`src/rtl/bank_rd_pkg.sv`:
```
package bank_rd_pkg;
  typedef enum logic [1:0] {
    OP_ACT = 2'd0,
    OP_RD  = 2'd1,
    OP_RDA = 2'd2,
    OP_PRE = 2'd3
  } dram_op_e;

  typedef enum logic [1:0] {
    BK_IDLE    = 2'd0,
    BK_OPEN    = 2'd1,
    BK_CLOSING = 2'd2
  } bank_st_e;
endpackage

```
`src/rtl/bank_timer.sv`:
```
module bank_timer
  import bank_rd_pkg::*;
#(
  parameter int T_RCD = 3,
  parameter int T_RP  = 3,
  parameter int BL    = 8
) (
  input  logic     clk_i,
  input  logic     rst_ni,
  input  logic     issue_i,
  input  dram_op_e op_i,
  output logic     open_o,
  output logic     busy_o,
  output logic     rd_ok_o
);
  localparam int AP_LEN = BL / 2 + T_RP;
  localparam int CNT_W  = $clog2(AP_LEN + T_RCD + 1);
  localparam logic [CNT_W-1:0] RCD_LD = (T_RCD > 0) ? CNT_W'(T_RCD - 1) : '0;
  localparam logic [CNT_W-1:0] RP_LD  = (T_RP  > 0) ? CNT_W'(T_RP  - 1) : '0;
  localparam logic [CNT_W-1:0] AP_LD  = CNT_W'(AP_LEN - 1);

  bank_st_e         st_q;
  logic [CNT_W-1:0] cnt_q;

  always_ff @(posedge clk_i or negedge rst_ni) begin
    if (!rst_ni) begin
      st_q  <= BK_IDLE;
      cnt_q <= '0;
    end else if (issue_i && op_i != OP_RD) begin
      unique case (op_i)
        OP_ACT: begin st_q <= BK_OPEN;    cnt_q <= RCD_LD; end
        OP_RDA: begin st_q <= BK_CLOSING; cnt_q <= AP_LD;  end
        default: begin st_q <= BK_CLOSING; cnt_q <= RP_LD; end
      endcase
    end else begin
      unique case (st_q)
        BK_OPEN:    if (cnt_q != '0) cnt_q <= cnt_q - 1'b1;
        BK_CLOSING: if (cnt_q == '0) st_q <= BK_IDLE;
                    else cnt_q <= cnt_q - 1'b1;
        default:    cnt_q <= '0;
      endcase
    end
  end

  // closing with an expired counter behaves as idle
  assign open_o  = (st_q == BK_OPEN);
  assign busy_o  = (st_q == BK_CLOSING) && (cnt_q != '0);
  assign rd_ok_o = open_o && (cnt_q == '0);
endmodule

```
`src/rtl/issue_ctl.sv`:
```
module issue_ctl
  import bank_rd_pkg::*;
#(
  parameter int NUM_BANKS = 4,
  localparam int BANK_W   = $clog2(NUM_BANKS)
) (
  input  logic                 req_valid_i,
  input  dram_op_e             op_i,
  input  logic [BANK_W-1:0]    bank_i,
  input  logic                 cmd_ready_i,
  input  logic [NUM_BANKS-1:0] open_i,
  input  logic [NUM_BANKS-1:0] busy_i,
  input  logic [NUM_BANKS-1:0] rd_ok_i,
  output logic                 issue_o,
  output logic                 err_o,
  output logic                 ready_o
);
  logic is_rd, sel_open, sel_busy, sel_rd_ok, bad, timing_ok;

  always_comb begin
    is_rd     = (op_i == OP_RD) || (op_i == OP_RDA);
    sel_open  = open_i[bank_i];
    sel_busy  = busy_i[bank_i];
    sel_rd_ok = rd_ok_i[bank_i];
    bad       = (is_rd && !sel_open) || (op_i == OP_ACT && sel_open);
    timing_ok = is_rd ? sel_rd_ok : 1'b1;
    err_o     = req_valid_i && !sel_busy && bad;
    issue_o   = req_valid_i && !sel_busy && !bad && timing_ok && cmd_ready_i;
    ready_o   = issue_o || err_o;
  end
endmodule

```
`src/rtl/rd_window.sv`:
```
module rd_window #(
  parameter int CL = 3,
  parameter int BL = 8
) (
  input  logic clk_i,
  input  logic rst_ni,
  input  logic rd_i,
  output logic dv_o
);
  localparam int HALF   = BL / 2;
  localparam int BEAT_W = $clog2(HALF + 1);
  localparam logic [BEAT_W-1:0] BEAT_LD = BEAT_W'(HALF - 1);

  logic [CL-1:0]     dly_q;
  logic [BEAT_W-1:0] beat_q;
  logic              start;

  assign start = dly_q[CL-1];

  always_ff @(posedge clk_i or negedge rst_ni) begin
    if (!rst_ni) begin
      dly_q  <= '0;
      beat_q <= '0;
    end else begin
      dly_q <= (dly_q << 1) | CL'(rd_i);
      if (start)              beat_q <= BEAT_LD;
      else if (beat_q != '0)  beat_q <= beat_q - 1'b1;
    end
  end

  // a new burst restarts the count, so bursts BL/2 apart join
  assign dv_o = start || (beat_q != '0);
endmodule

```
`src/rtl/bank_rd_ctrl.sv`:
```
module bank_rd_ctrl
  import bank_rd_pkg::*;
#(
  parameter int NUM_BANKS = 4,
  parameter int ROW_W     = 13,
  parameter int COL_W     = 10,
  parameter int T_RCD     = 3,
  parameter int T_RP      = 3,
  parameter int CL        = 3,
  parameter int BL        = 8,
  localparam int BANK_W   = $clog2(NUM_BANKS)
) (
  input  logic              clk_i,
  input  logic              rst_ni,
  input  logic              req_valid_i,
  input  logic [1:0]        req_op_i,
  input  logic [BANK_W-1:0] req_bank_i,
  input  logic [ROW_W-1:0]  req_row_i,
  input  logic [COL_W-1:0]  req_col_i,
  output logic              req_ready_o,
  input  logic              cmd_ready_i,
  output logic              cmd_valid_o,
  output logic [1:0]        cmd_op_o,
  output logic [BANK_W-1:0] cmd_bank_o,
  output logic [ROW_W-1:0]  cmd_row_o,
  output logic [COL_W-1:0]  cmd_col_o,
  output logic              cmd_ap_o,
  output logic              err_o,
  output logic              rd_valid_o
);
  dram_op_e             op;
  logic [NUM_BANKS-1:0] open_v, busy_v, rd_ok_v;
  logic                 issue;

  assign op = dram_op_e'(req_op_i);

  for (genvar b = 0; b < NUM_BANKS; b++) begin : g_bank
    bank_timer #(.T_RCD(T_RCD), .T_RP(T_RP), .BL(BL)) timer_i (
      .clk_i   (clk_i),
      .rst_ni  (rst_ni),
      .issue_i (issue && (req_bank_i == BANK_W'(b))),
      .op_i    (op),
      .open_o  (open_v[b]),
      .busy_o  (busy_v[b]),
      .rd_ok_o (rd_ok_v[b])
    );
  end

  issue_ctl #(.NUM_BANKS(NUM_BANKS)) ctl_i (
    .req_valid_i (req_valid_i),
    .op_i        (op),
    .bank_i      (req_bank_i),
    .cmd_ready_i (cmd_ready_i),
    .open_i      (open_v),
    .busy_i      (busy_v),
    .rd_ok_i     (rd_ok_v),
    .issue_o     (issue),
    .err_o       (err_o),
    .ready_o     (req_ready_o)
  );

  rd_window #(.CL(CL), .BL(BL)) win_i (
    .clk_i  (clk_i),
    .rst_ni (rst_ni),
    .rd_i   (issue && (op == OP_RD || op == OP_RDA)),
    .dv_o   (rd_valid_o)
  );

  assign cmd_valid_o = issue;
  assign cmd_op_o    = issue ? req_op_i   : 2'd0;
  assign cmd_bank_o  = issue ? req_bank_i : '0;
  assign cmd_row_o   = issue ? req_row_i  : '0;
  assign cmd_col_o   = issue ? req_col_i  : '0;
  assign cmd_ap_o    = issue && (op == OP_RDA);
endmodule

```
`config.mk`:
```
export PLATFORM = sky130hd
export DESIGN_NAME = bank_rd_ctrl
export DESIGN_NICKNAME = d
export VERILOG_FILES = /design/src/rtl/bank_rd_pkg.sv /design/src/rtl/bank_timer.sv /design/src/rtl/issue_ctl.sv /design/src/rtl/rd_window.sv /design/src/rtl/bank_rd_ctrl.sv
export SDC_FILE = /design/constraint.sdc
export NUM_CORES = 1
export LEC_CHECK = 0
export BUFFER_PORTS_ARGS = -buffer_cell sky130_fd_sc_hd__buf_2
export CORE_MARGIN = 1.5
export CORE_UTILIZATION = 53
export CTS_CLUSTER_DIAMETER = 150
export DETAILED_ROUTE_END_ITERATION = 6
export GPL_TIMING_DRIVEN = 0
export PLACE_DENSITY = 0.92
export SLEW_MARGIN = 20
export SYNTH_ARGS = -nofsm -noshare
export SYNTH_HDL_FRONTEND = slang
export SYNTH_HIERARCHICAL = 1
export SYNTH_SLANG_ARGS = --single-unit
```
`constraint.sdc`:
```
create_clock -name clk_i -period 3.69 [get_ports clk_i]
set_input_delay 0.369 -clock clk_i [delete_from_list [all_inputs] [get_ports clk_i]]
set_output_delay 0.369 -clock clk_i [all_outputs]
set_load 0.02 [all_outputs]
```
* Yosys cells after proc, flatten, opt, wreduce, memory -nomap -nowiden
Index checks and enable logic that the tools add are counted. Widths: inputs -> output; s select.
Operators by class: reductions and logical operators 60, mux-type cells 43, $add $sub $neg 5, magnitude comparators 1, eq/ne operators 22, bitwise gates (word level) 1
Operators with widths (count):
- $mux 4 | 12
- $pmux 4 s2 | 4
- $mux 2 | 15
- $logic_and 1x1->1 | 25
- $reduce_bool 2->1 | 9
- $logic_not 4->1 | 4
- $reduce_and 2->1 | 8
- $reduce_bool 4->1 | 4
- $sub 4x1->4 const B | 4
- $eq 2x2->1 const B | 7
- $mux 13 | 1
- $eq 2x1->1 const B | 6
- $ne 3x2->1 const B | 4
- $ne 3x3->1 const B | 4
- $mux 10 | 1
- $mux 3 | 3
- $bmux 1 s2 | 3
- $logic_not 2->1 | 2
- $logic_or 1x1->1 | 4
- $mux 1 | 4
- $logic_not 1->1 | 3
- $lt 2x3->1 const B | 1
- $or 3x1->3 | 1
- $reduce_bool 3->1 | 1
- other kinds (2) | 2
Storage, ports and cells: output and inout port bits 32, input bits 31, flip-flop bits (word level) 30, logic and storage cells 142

* Logic depth before layout (Yosys ltp)
word-level depth 14, mapped depth 12, mapped depth without buffers 11

* Modules after synthesis
Netlist, hierarchy kept.
By module, submodules not included:
- bank_timer | times used 4, area each 402.9 um2, cells an instance 42, sequential area each 150.1 um2
- rd_window | times used 1, area each 261.5 um2, cells an instance 21, sequential area each 150.1 um2
- bank_rd_ctrl | times used 1, area each 259.0 um2, cells an instance 38, sequential area each 0.0 um2
- issue_ctl | times used 1, area each 152.6 um2, cells an instance 13, sequential area each 0.0 um2

* Worst setup path before layout
No wires, ideal clock.
kind reg2reg, from register g_bank[1].timer_i.cnt_q[0], to register g_bank[3].timer_i.cnt_q[2], clock period less this slack 3523 ps, path slack 167 ps, library setup time 139 ps, data arrival time 3384 ps, required time 3551 ps, buffers on the path 1, stages on the path, launching flop included 11, path through dfrtp_1 > inv_1 > ha_1 > or3b_4 > and2_1 > mux4_1 > nor4b_2 > clkbuf_2 > and3_1 > a21boi_0 > o32ai_1
Between the ends: longest elaborated chain between the ends 13, elaborated cells on any way between the ends 20, classes of those cells eq/ne: 2; mux: 6; reduce/logical: 12
Ends and longest elaborated chain:
- start: declaration | line bank_timer.sv:23 | logic [CNT_W-1:0] cnt_q;
- start signal: assignment | line bank_timer.sv:37 | BK_OPEN: if (cnt_q != '0) cnt_q <= cnt_q - 1'b1;
- start signal: assignment | line bank_timer.sv:39 | else cnt_q <= cnt_q - 1'b1;
- $reduce_bool 4->1 (*) | line bank_timer.sv:47 | assign busy_o = (st_q == BK_CLOSING) && (cnt_q != '0);
- $logic_and 1x1->1 (*) | line bank_timer.sv:47
- via busy_v[1] | line bank_rd_ctrl.sv:32 | logic [NUM_BANKS-1:0] open_v, busy_v, rd_ok_v;
- $bmux 1 s2 (*) | line issue_ctl.sv:23 | sel_busy = busy_i[bank_i];
- $mux 1 (not written as such) (*) | line issue_ctl.sv:23
- $logic_not 1->1 (*) | line issue_ctl.sv:28 | issue_o = req_valid_i && !sel_busy && !bad && timing_ok && cmd_ready_i;
- $logic_and 1x1->1 (*) (4 in a row) | line issue_ctl.sv:28
- via cmd_valid_o | line bank_rd_ctrl.sv:22 | output logic cmd_valid_o,
- $logic_and 1x1->1 (*) | line bank_rd_ctrl.sv:41 | .issue_i (issue && (req_bank_i == BANK_W'(b))),
- $logic_and 1x1->1 (*) | line bank_timer.sv:29 | end else if (issue_i && op_i != OP_RD) begin
- $ne 3x2->1 (no line) or $ne 3x3->1 (tied branches)
- $reduce_and 2->1 (no line)
- end signal: assignment | line bank_timer.sv:37
- end signal: assignment | line bank_timer.sv:39
- end: declaration | line bank_timer.sv:23
Mark *: on every way through the listed nets, which the timed path passes. The rest lies on a longest branch. The select of a mux whose other input is x is not followed. A chain may end at the register's enable or synchronous reset.

* Worst setup path in the final report
from register g_bank[2].timer_i.cnt_q[0], to output port cmd_col_o[8]
Between the ends: longest elaborated chain between the ends 10, elaborated cells on any way between the ends 15, classes of those cells mux: 6; reduce/logical: 9
Ends and longest elaborated chain:
- start: declaration | line bank_timer.sv:23
- start signal: assignment | line bank_timer.sv:37
- start signal: assignment | line bank_timer.sv:39
- $reduce_bool 4->1 | line bank_timer.sv:47
- $logic_and 1x1->1 | line bank_timer.sv:47
- via busy_v[2] | line bank_rd_ctrl.sv:32
- $bmux 1 s2 | line issue_ctl.sv:23
- $mux 1 (not written as such) | line issue_ctl.sv:23
- $logic_not 1->1 | line issue_ctl.sv:28
- $logic_and 1x1->1 (4 in a row) | line issue_ctl.sv:28
- $mux 10 | line bank_rd_ctrl.sv:73 | assign cmd_col_o = issue ? req_col_i : '0;
- end: declaration | line bank_rd_ctrl.sv:26 | output logic [COL_W-1:0] cmd_col_o,
The timed path passes the listed nets, and every way through them passes these cells. The select of a mux whose other input is x is not followed.

==> out/qor.csv <==
stage,metric,value,unit
cts,"CTS clk-pin slew, worst paths",60,ps
routing,initial drt markers,144,
logic_synthesis,post-synth top area share,32.9,%
logic_synthesis,Post-synth EDFFs,0,
logic_synthesis,Synth async-reset ratio,100,%
critical_path,Worst R2R End,g_bank[3].timer_i/cnt_q[2],
logic_synthesis,most numerous cell in the Yosys netlist,dfrtp_1,
routing,DRT Wirelength,5.38,mm
hold_path,Hold Crit Class,input port to asynchronous set/reset pin,
logic_synthesis,top post-synthesis cells by area,"dfrtp_1, ha_1, and2_1, inv_1, and2_2",
placement,post-detail-place hpwl,4.12,mm
pwr,power per standard cell area,673,nW/um^2
cts,H-Tree Depth,2,
cts,hold buffers post-CTS,0,
logic_synthesis,Synth Area in Simple Gates,32.1,%
timing,period utilization,94.9,%
critical_path,crit path max fanout,10,
global_routing,GRT Total Usage,23.0,%
pwr,leakage power,1.42,nW
logic_synthesis,mapped cell area,2280,sq um
global_routing,first-pass GRT wire length,7.82,mm
logic_synthesis,portion of netlist area occupied by mux cells,4.76,%
placement,DP Area,2660,sq um
finish,fillers,312,
critical_path,flop2flop setup slack,290,ps
die,Row Count,23,
timing,worst slew pin tran,684,ps
die,area of the core,4060,sq um
timing,Layout Skew,6.10,ps
run,max-cap violations,0,
cts,clk root buf,clkbuf_8,
timing,Final Hold Viols,0,
logic_synthesis,"area leader, netlist",dfrtp_1,
finish,layout cell share with drive strength beyond 1,33.3,%
logic_synthesis,unique cell type count in the Yosys netlist,37,
routing,remaining antenna violation count,0,
timing,Final setup viols,0,
routing,via count,1992,
timing,maximum clock frequency,286,MHz
logic_synthesis,largest family of logic cells by synthesized area,simple AND/OR/NAND/NOR gates,
logic_synthesis,Post-Synth Adder-Cell Area,11.0,%
logic_synthesis,Syn Area/Cell,9.52,sq um
logic_synthesis,Yosys reg bits,30,
placement,GPL Wtd Cong,0.894,
cts,clk buf depth,2,
global_routing,initial antenna violation count,0,
timing,slew margin rel.,54.4,%
timing,max-slew violation count,0,
timing,worst hold slack,122,ps
logic_synthesis,Ys Warns,6,
cts,Worst-Skew Late Latency,290,ps
placement,post-place setup slack,-0.369,ps
cts,CTS buffer count,5,
logic_synthesis,register area share after synthesis,32.9,%
logic_synthesis,compound-cell area share of the yosys netlist,11.5,%
logic_synthesis,Syn Inst Count,240,
timing,min cycle time layout,3500,ps
global_routing,largest net degree at the start of global routing,31,
finish,nets,360,
logic_synthesis,"top cells by count, synth","dfrtp_1, inv_1, and2_1, ha_1, nor2_1",
routing,wire length per cell,15.0,um
global_routing,vias in the first global route,1789,
timing,final worst slack,188,ps
finish,Layout area overhead,20.3,%
die,Starting Density,56.3,%
critical_path,arrival time worst endpoint,3130,ps
critical_path,Crit. End Element,primary output,
critical_path,"Worst Path Class, Setup",flop to primary output,
cts,CTS tree,built,
global_routing,global route overflow,0,
die,die area,4710,sq um
placement,cell count after placement,352,
placement,Port Buf Inserts,62,
logic_synthesis,Synth Area in XOR/XNOR,3.07,%
pwr,power consumption,1.85,mW
logic_synthesis,syn nets,291,
pwr,maximum vdd drop,0.483,mV
finish,Non-Filler Instances,359,
finish,Seq. cell area,751,sq um
critical_path,Worst R2R Path Depth,10,
cts,postcts setup bufs,0,
critical_path,crit start category,flop,
die,Die Width,68.7,um
cts,clk sink count,30,
logic_synthesis,Synth Flop Type,dfrtp_1,
finish,n_diodes,0,
routing,DRC,0,
finish,area of the multi-input gates,1440,sq um
run_status,outcome,finished clean,
die,I/O Pins,63,
routing,vias per std cell,5.55,
timing,RSZ-0062 raised after global routing,false,
critical_path,Critical Path RT,3320,ps
finish,fin area,2750,sq um
routing,DR pass1 iterations,4,
die,Die H,68.7,um
critical_path,FF-to-FF Start,g_bank[2].timer_i/cnt_q[0],
[per-layer routing]
layer	wire, um	track usage (%)	up-vias
met2	2830	39.3	39
met5	0	0	-
met1	2270	27.5	985
li1	-	-	961
met3	249	5.84	7
met4	36	9.00	0
[registers in the layout (all words and copies together) (netlist names)]
name / count
g_bank.timer_i/st_q: 8
g_bank.timer_i/cnt_q: 16
win_i/dly_q: 3
win_i/beat_q: 3
[cell families after synthesis]
family          count (synthesis)
simple gates                  110
compound gates                 38
buf+inv                        28
flops                          30
mux                             6
xor+xnor                        8
fa+ha+maj                      20
[worst max-delay path by stage]
stage / startpoint / endpoint / slack (ps) / cells after the start
2_1_floorplan: g_bank[1].timer_i/cnt_q[0] / g_bank[3].timer_i/cnt_q[2] / 170 / 10
3_3_place_gp: g_bank[0].timer_i/cnt_q[0] / g_bank[3].timer_i/cnt_q[2] / 90 / 10
3_5_place_dp: g_bank[2].timer_i/cnt_q[0] / g_bank[0].timer_i/cnt_q[2] / -0.4 / 9
4_1_cts: g_bank[2].timer_i/cnt_q[0] / cmd_col_o[8] / 3 / 9
5_1_grt: g_bank[3].timer_i/cnt_q[0] / cmd_col_o[8] / 30 / 9
6_report: g_bank[2].timer_i/cnt_q[0] / cmd_col_o[8] / 190 / 9
[through the flow]
step / util, % / setup TNS, ps
after floorplan: - / 0
after global placement: 65.5 / 0
after detailed placement: 65.5 / -0.369
after CTS: 67.5 / 0
after global routing: 67.7 / 0
final: 67.7 / 0
[cell usage in the layout (no fill, tap or decap), types with 5 or more instances in the layout]
cell      count
buf_2        62
dfrtp_1      30
inv_1        25
and2_1       24
ha_1         20
nor2_1       15
and2_2       12
a21oi_1      12
nand2b_1      7
nor2b_1       7
clkbuf_8      5
nand2_1       5
o32ai_1       5
[critical path, cell delays in order, from the launching register on]
cell and delay, ps:
dfrtp_1 410, inv_1 90, ha_1 190, or3b_4 420, and2_1 180, mux4_1 570
nor4b_4 400, clkbuf_2 270, and2_2 180, buf_2 160
[cell type report]
cell class / count / share of cell area (%)
buffer: 3 / 0.546
clock buffer: 7 / 2.78
inverter: 25 / 3.42
multi-input combinational: 182 / 52.4
sequential: 30 / 27.3
tap: 50 / 2.28
timing repair buffer: 62 / 11.3
[power by group]
part	switching [mW]	internal (mW)
clock network	0.121	0.130
registers	0.0879	0.441
logic	0.561	0.509
total	0.770	1.08
[timing repair]
item	in CTS	in global routing
resized for setup	1	2
pin swaps	0	1
setup endpoints to repair	3	37
endpoints found under the hold margin	0	0
No activity file was read; power rests on OpenSTA's default activity.
